[config.mk]
export PLATFORM = sky130hd
export DESIGN_NAME = tx_gate_top
export DESIGN_NICKNAME = d
export VERILOG_FILES = /design/src/rtl/tx_gate_pkg.sv /design/src/rtl/tx_gate_dp.sv /design/src/rtl/tx_gate_ctrl.sv /design/src/rtl/tx_gate_top.sv
export SDC_FILE = /design/constraint.sdc
export NUM_CORES = 1
export LEC_CHECK = 0
export BUFFER_PORTS_ARGS = -buffer_cell sky130_fd_sc_hd__buf_4
export CORE_UTILIZATION = 45
export CTS_CLUSTER_DIAMETER = 120
export CTS_CLUSTER_SIZE = 12
export DETAILED_ROUTE_END_ITERATION = 8
export PLACE_DENSITY_LB_ADDON = 0.2
export SYNTH_ARGS = -nofsm -noshare
export SYNTH_HDL_FRONTEND = slang
export SYNTH_HIERARCHICAL = 1
export SYNTH_SLANG_ARGS = --single-unit
[constraint.sdc]
create_clock -name clk -period 4.95 [get_ports clk]
set_input_delay 0.7425 -clock clk [delete_from_list [all_inputs] [get_ports clk]]
set_output_delay 0.7425 -clock clk [all_outputs]
set_load 0.005 [all_outputs]
[src/rtl/tx_gate_pkg.sv]
package tx_gate_pkg;
  typedef enum logic [1:0] {
    MODE_PULSED = 2'd0,
    MODE_CW     = 2'd1,
    MODE_CHIRP  = 2'd2,
    MODE_OFF    = 2'd3
  } txMode_e;

  typedef enum logic [1:0] {
    ST_IDLE = 2'd0,
    ST_TX   = 2'd1,
    ST_REST = 2'd2,
    ST_DONE = 2'd3
  } gateState_e;

  // control -> datapath strobes
  typedef struct packed {
    logic clrAll;
    logic priRun;
    logic chirpRun;
  } dpCmd_t;

  // datapath -> control flags
  typedef struct packed {
    logic widthHit;
    logic priHit;
    logic chirpHit;
    logic burstHit;
  } dpStat_t;
endpackage

[src/rtl/tx_gate_dp.sv]
module tx_gate_dp
  import tx_gate_pkg::*;
#(
  parameter int CNT_W   = 16,
  parameter int BURST_W = 8
) (
  input  logic               clk,
  input  logic               rstN,
  input  dpCmd_t             cmd,
  input  logic [CNT_W-1:0]   pulseWidth,
  input  logic [CNT_W-1:0]   priLen,
  input  logic [BURST_W-1:0] pulseCount,
  output dpStat_t            stat
);
  localparam int CW1 = CNT_W + 1;
  localparam int BW1 = BURST_W + 1;

  logic [CNT_W-1:0]   priCnt;
  logic [CNT_W-1:0]   chirpCnt;
  logic [BURST_W-1:0] pulseCnt;

  logic [CW1-1:0] priNext;
  logic [CW1-1:0] chirpNext;
  logic [BW1-1:0] pulseNext;

  always_comb begin
    priNext   = {1'b0, priCnt} + CW1'(1);
    chirpNext = {1'b0, chirpCnt} + CW1'(1);
    pulseNext = {1'b0, pulseCnt} + BW1'(1);
    stat.widthHit = (priNext == {1'b0, pulseWidth});
    stat.priHit   = (priNext >= {1'b0, priLen});
    stat.chirpHit = (chirpNext >= {1'b0, pulseWidth});
    stat.burstHit = (pulseCount != '0) && (pulseNext == {1'b0, pulseCount});
  end

  // interval counter and burst counter (pulsed timing)
  always_ff @(posedge clk) begin
    if (!rstN || cmd.clrAll) begin
      priCnt   <= '0;
      pulseCnt <= '0;
    end else if (cmd.priRun) begin
      if (stat.priHit) begin
        priCnt   <= '0;
        pulseCnt <= pulseCnt + BURST_W'(1);
      end else begin
        priCnt <= priCnt + CNT_W'(1);
      end
    end
  end

  // chirp period counter, independent of the interval timing
  always_ff @(posedge clk) begin
    if (!rstN || cmd.clrAll) begin
      chirpCnt <= '0;
    end else if (cmd.chirpRun) begin
      chirpCnt <= stat.chirpHit ? '0 : chirpCnt + CNT_W'(1);
    end
  end
endmodule

[src/rtl/tx_gate_ctrl.sv]
module tx_gate_ctrl
  import tx_gate_pkg::*;
(
  input  logic       clk,
  input  logic       rstN,
  input  logic       enable,
  input  logic [1:0] mode,
  input  dpStat_t    stat,
  output dpCmd_t     cmd,
  output logic       txActive
);
  txMode_e    modeNow;
  txMode_e    modeQ;
  gateState_e state;
  gateState_e stateNext;
  logic       txNext;
  logic       restart;

  always_comb begin
    modeNow   = txMode_e'(mode);
    restart   = !enable || (modeNow != modeQ);
    stateNext = state;
    txNext    = 1'b0;
    cmd       = '0;
    if (restart) begin
      cmd.clrAll = 1'b1;
      stateNext  = ST_IDLE;
    end else begin
      unique case (modeNow)
        MODE_PULSED: begin
          cmd.priRun = (state != ST_DONE);
          unique case (state)
          ST_IDLE, ST_TX: begin
            txNext = 1'b1;
            if (stat.priHit)        stateNext = stat.burstHit ? ST_DONE : ST_TX;
            else if (stat.widthHit) stateNext = ST_REST;
            else                    stateNext = ST_TX;
          end
          ST_REST: begin
            if (stat.priHit) stateNext = stat.burstHit ? ST_DONE : ST_TX;
          end
          default: stateNext = ST_DONE;
          endcase
        end
        MODE_CW:    txNext = 1'b1;
        MODE_CHIRP: begin
          cmd.chirpRun = 1'b1;
          txNext       = !stat.chirpHit;
        end
        default:    txNext = 1'b0;
      endcase
    end
  end

  always_ff @(posedge clk) begin
    if (!rstN) begin
      modeQ    <= MODE_PULSED;
      state    <= ST_IDLE;
      txActive <= 1'b0;
    end else begin
      modeQ    <= modeNow;
      state    <= stateNext;
      txActive <= txNext;
    end
  end
endmodule

[src/rtl/tx_gate_top.sv]
module tx_gate_top
  import tx_gate_pkg::*;
#(
  parameter int CNT_W   = 16,
  parameter int BURST_W = 8
) (
  input  logic               clk,
  input  logic               rstN,
  input  logic               enable,
  input  logic [1:0]         mode,
  input  logic [CNT_W-1:0]   pulseWidth,
  input  logic [CNT_W-1:0]   priLen,
  input  logic [BURST_W-1:0] pulseCount,
  output logic               txActive
);
  dpCmd_t  cmd;
  dpStat_t stat;

  tx_gate_ctrl ctrl_i (
    .clk      (clk),
    .rstN     (rstN),
    .enable   (enable),
    .mode     (mode),
    .stat     (stat),
    .cmd      (cmd),
    .txActive (txActive)
  );

  tx_gate_dp #(.CNT_W(CNT_W), .BURST_W(BURST_W)) dp_i (
    .clk        (clk),
    .rstN       (rstN),
    .cmd        (cmd),
    .pulseWidth (pulseWidth),
    .priLen     (priLen),
    .pulseCount (pulseCount),
    .stat       (stat)
  );
endmodule

# == Yosys cells after proc, flatten, opt, wreduce, memory -nomap -nowiden ==
# Cells that the tools add are included.
# op_classes
magnitude_cmp,2
add_sub_neg,6
eq_ne,9
muxes,13
multipliers,0
n_div,0
n_bitwise,1
n_reduce_logical,13
shift,0
# op_table
cell,n
16-bit by 1-bit adder with 17-bit output (second input constant),2
17-bit by 16-bit greater-or-equal comparator with 1-bit output,2
16-bit by 1-bit adder with 16-bit output (second input constant),2
16-bit 2-to-1 mux,2
17-bit by 16-bit equality test with 1-bit output,1
2-bit 2-to-1 mux,5
8-bit by 1-bit adder with 9-bit output (second input constant),1
9-bit by 8-bit equality test with 1-bit output,1
8-bit by 1-bit adder with 8-bit output (second input constant),1
8-bit nonzero test,1
2-bit by 1-bit equality test with 1-bit output (second input constant),2
2-bit equality test (second input constant),2
2-bit logical NOT,2
1-bit 2-to-1 mux,4
2-bit case mux with 2 select lines,1
2-bit AND reduction,2
2-bit OR reduction,2
1-bit logical NOT,3
1-bit case mux with 3 select lines,1
1-bit logical OR,2
2-bit by 1-bit inequality test with 1-bit output (second input constant),1
2-bit inequality test,1
2-bit inequality test (second input constant),1
1-bit logical AND,1
1-bit inverter,1
# totals
latch_bits,0
wordCells,50
ff_bits,45
in_bits,45
mem_bits_rw,0
n_memories,0
romBits,0
out_inout_bits,1

# == Logic depth before layout (Yosys ltp) ==
# depth
depth_word,6
mapped_depth,15
depth_no_buf,13

# == Cells and area by module ==
# The synthesis kept the hierarchy.
# by_module_without_submodules
mod,seq_area_each_um2,area_per_inst_um2,instances,cells_each
tx_gate_dp,800.8,3542.1,1,461
tx_gate_ctrl,100.1,256.5,1,28

# == Worst setup path before layout ==
# Ideal clock, no wire load.
# synth_path
path_kind,register to register
from,register dp_i.priCnt[0]
to,register ctrl_i.state[1]
required_ns,4.832
path_buffers,1
synth_period_minus_slack_ns,3.473
setup_time_ns,0.118
path_stages_with_launch,15
arrival_ns,3.355
setup_slack_ns,1.477
path_cell_list,dfxtp_1 -> ha_1 -> nand4_1 -> nor2_4 -> nand4_1 -> xnor2_1 -> ha_1 -> nand4_1 -> nor2_1 -> inv_1 -> o2111ai_1 -> clkbuf_1 -> or4b_1 -> o21ai_1 -> a21oi_1
# synth_rtl
item,line_no,rtl
start: declaration,tx_gate_dp.sv:18,logic [CNT_W-1:0] priCnt;
start signal: assignment,tx_gate_dp.sv:46,priCnt <= priCnt + CNT_W'(1);
end signal: assignment,tx_gate_ctrl.sv:62,state <= stateNext;
end: declaration,tx_gate_ctrl.sv:14,gateState_e state;

==> run metrics <==
status=complete, no violations; Max VDD drop=~100 uV; Netlist cell types=65; antenna violations before repair=0; H-tree Lvls=2; grt ovf=0; Synth Instances=489; Non-Filler Instances=632; Buf/Inv on CP=1; dominant synthesized flop cell=dfxtp_1; post-route ant nets=0; synth-to-layout area growth=13.5%; R2R setup slack=1020 ps; Max Freq=0.255 GHz; CP most frequent cell=ha_1; Reg-to-Reg Start=dp_i/priCnt[0]; Synthesized Nets=around 570; DP Area=around 4200 um2; Initial Util=approximately 46%; Setup CP Type=reg -> reg; Skew-Pair Late Insertion Delay=300 ps; CP Launch Type=register; worst slew pin tran=849 ps; CP Cell Sequence=ha_1 -> and3_2 -> nand3_1 -> xnor2_1 -> ha_1 -> a211oi_1 -> nor2_1 -> a2111oi_0 -> o2111ai_2 -> buf_4 -> mux2i_1 -> or4_1 -> a21oi_1; dpl hpwl=7090 um; crit path DAT=4150 ps; CTS tree=done; Critical Path Sink Type=register; vias in the first global route=~3300; CP max-delay cell=a2111oi_0; yosys warns=6; Worst Reg-to-Reg Cells=13; Top delay family on crit path=compound AO/OA/AOI/OAI gates; CP Max Fanout=29; Max clock buf depth=2; Fin Clk Skew=9.64 ps; Core Footprint=8180 um2; unrepaired setup endpoints after global routing=no; design area=4310 um2; final worst path period share=79.3%; peak per-stage delay on the critical path=590 ps; clk slew on worst S/H paths=80 ps; final core utilization=between 50% and 60%; sequential fraction of the synthesis area=23.7%; Die Height=approximately 94 um; Post-CTS Setup Bufs=0; Setup TNS=0 ps; Static Leakage=1.88 nW; # diodes=0; via count=3553; PortBufs=45; Post-synth EDFFs=0; cts bufs inserted=5; filler cell count=806; cts hold-fix bufs=0; Die ar.=8810 um2; PwrDens=approximately 160 nW/um2; hold crit path type=reg -> reg; CP Data Required Time=5180 ps; Die X=around 94 um; max_slew headroom=roughly 43%; PostCTS Resize Cnt=0; Top-Level Pins=46; Post-Syn Area=3800 um2; largest net degree at the start of global routing=30; Async S/R FF share, synth=0%; worst hold path endpoint=dp_i/pulseCnt[1]; Seq cells post-synth=45; final WL=9200 um; initial DRC count=158; fraction of layout cells with a size suffix above 1=between 10% and 20%; Max-cap violations=0; first-pass GRT wire length=15200 um; final layout net count=a little over 600; via-per-instance ratio=5.62; pins over their slew limit=0; DR WL/cell=14.6 um; Hold Vio Cnt, Final=0; Hold Path Cell Cnt=2; GP Congestion=just under 0.8; Rows=33; reg2reg end=ctrl_i/state[1]; Setup-failing EPs final=0; # DRC=0; mean post-synth cell area=slightly below 8 um2; Clock Root Buffer=clkbuf_8; first-pass detailed-route iteration total=4; dpl cells=roughly 630; minimum clock period=3930 ps; Sink Count=45; GR Util All Layers=21.7%; Min-Delay Startpoint=dp_i/pulseCnt[1]
-- per-stage QoR --
stage                     power [mW]  hold WS [ps]  setup WS (ps)
after CTS                      0.680           493           1030
after global routing           0.704           514            693
final                          0.671           485           1020
after detailed placement       0.462           481           1070
after floorplan                0.417           449           1480
after global placement         0.460           461           1110
-- worst register-to-register path: cells and delay by family (launching register included) --
kind            cells  cell delay, ps
simple gates        4             880
fa+ha+maj           2             620
xor+xnor            1             310
flops               1             480
buf+inv             1             260
mux                 1             150
compound gates      4            1160
-- where the power goes --
group / internal (mW) / switching, mW / leakage [nW]
Sequential: 0.363 / 0.000608 / 0.363
Combinational: 0.0452 / 0.0452 / 1.48
Clock: 0.0933 / 0.124 / 0.0399
Total: 0.501 / 0.169 / 1.88
-- routing by layer --
layer  global-route usage (%)  part of all wire (%)
met1                     29.4                    48
met2                     36.9                    48
met3                     2.51                   3.7
met4                     3.85                  0.48
met5                        0                     0
-- registers in the layout, indices dropped and copies added (netlist names) --
signal           flops
dp_i/chirpCnt       16
dp_i/priCnt         16
dp_i/pulseCnt        8
ctrl_i/modeQ         2
ctrl_i/state         2
ctrl_i/txActive      1
-- cells by family after synthesis --
logic type | share of synthesized area, %
adder cells (fa/ha/maj) | 11.5
AO/OA/AOI/OAI | 18.0
flip-flops | 23.7
XOR/XNOR | 14.0
AND/OR/NAND/NOR | 26.1
multiplexers | 0.264
buffers and inverters | 6.42
-- cell usage after synthesis, types with 3 or more instances --
master | n | area, um2
a211oi_1 | 4 | 30.0
a21oi_1 | 29 | 145
a22o_1 | 8 | 70.1
a22oi_1 | 4 | 30.0
a2bb2oi_1 | 3 | 26.3
and2_1 | 4 | 25.0
and3_1 | 11 | 68.8
and4_1 | 5 | 43.8
clkbuf_1 | 12 | 45.0
dfxtp_1 | 45 | 901
ha_1 | 35 | 438
inv_1 | 44 | 165
nand2_1 | 28 | 105
nand2b_1 | 4 | 25.0
nand3_1 | 23 | 115
nand3b_1 | 6 | 45.0
nand4_1 | 12 | 75.1
nor2_1 | 52 | 195
nor2b_1 | 3 | 18.8
nor3_1 | 12 | 60.1
nor4b_1 | 3 | 26.3
o21ai_0 | 20 | 100
o31ai_1 | 9 | 67.6
xnor2_1 | 33 | 289
xor2_1 | 26 | 228
-- placed cells by master (no fill, tap or decap), types with 20 or more instances in the layout --
| cell type | instances |
|---|---|
| a21oi_1 | 29 |
| ha_1 | 35 |
| xor2_1 | 26 |
| buf_4 | 49 |
| inv_1 | 44 |
| nand2_1 | 28 |
| nand3_1 | 23 |
| nor2_1 | 52 |
| o21ai_0 | 20 |
| dfxtp_1 | 45 |
| xnor2_1 | 33 |
-- final cells by class --
class / instances / area [um2] / share of cell area [%]
clock inverters: 1 / 5.00 / 0.116
well taps: 105 / 131 / 3.05
multi-input cells: 381 / 2670 / 61.8
clock buffers: 5 / 68.8 / 1.60
repair buffers: 49 / 368 / 8.53
flip-flops and latches: 45 / 901 / 20.9
inverters: 46 / 173 / 4.00
-- worst max-delay path by stage --
| stage | cells after the start | from | to |
|---|---|---|---|
| finish | 13 | dp_i/priCnt[0] | ctrl_i/state[1] |
| global route | 13 | dp_i/priCnt[0] | dp_i/priCnt[4] |
| CTS | 13 | dp_i/priCnt[0] | ctrl_i/state[1] |
| detailed placement | 13 | dp_i/priCnt[0] | ctrl_i/state[1] |
| global placement | 13 | dp_i/priCnt[0] | ctrl_i/state[1] |
| floorplan | 14 | dp_i/priCnt[0] | ctrl_i/state[1] |
Note: power is estimated with default switching activity, not from simulation.
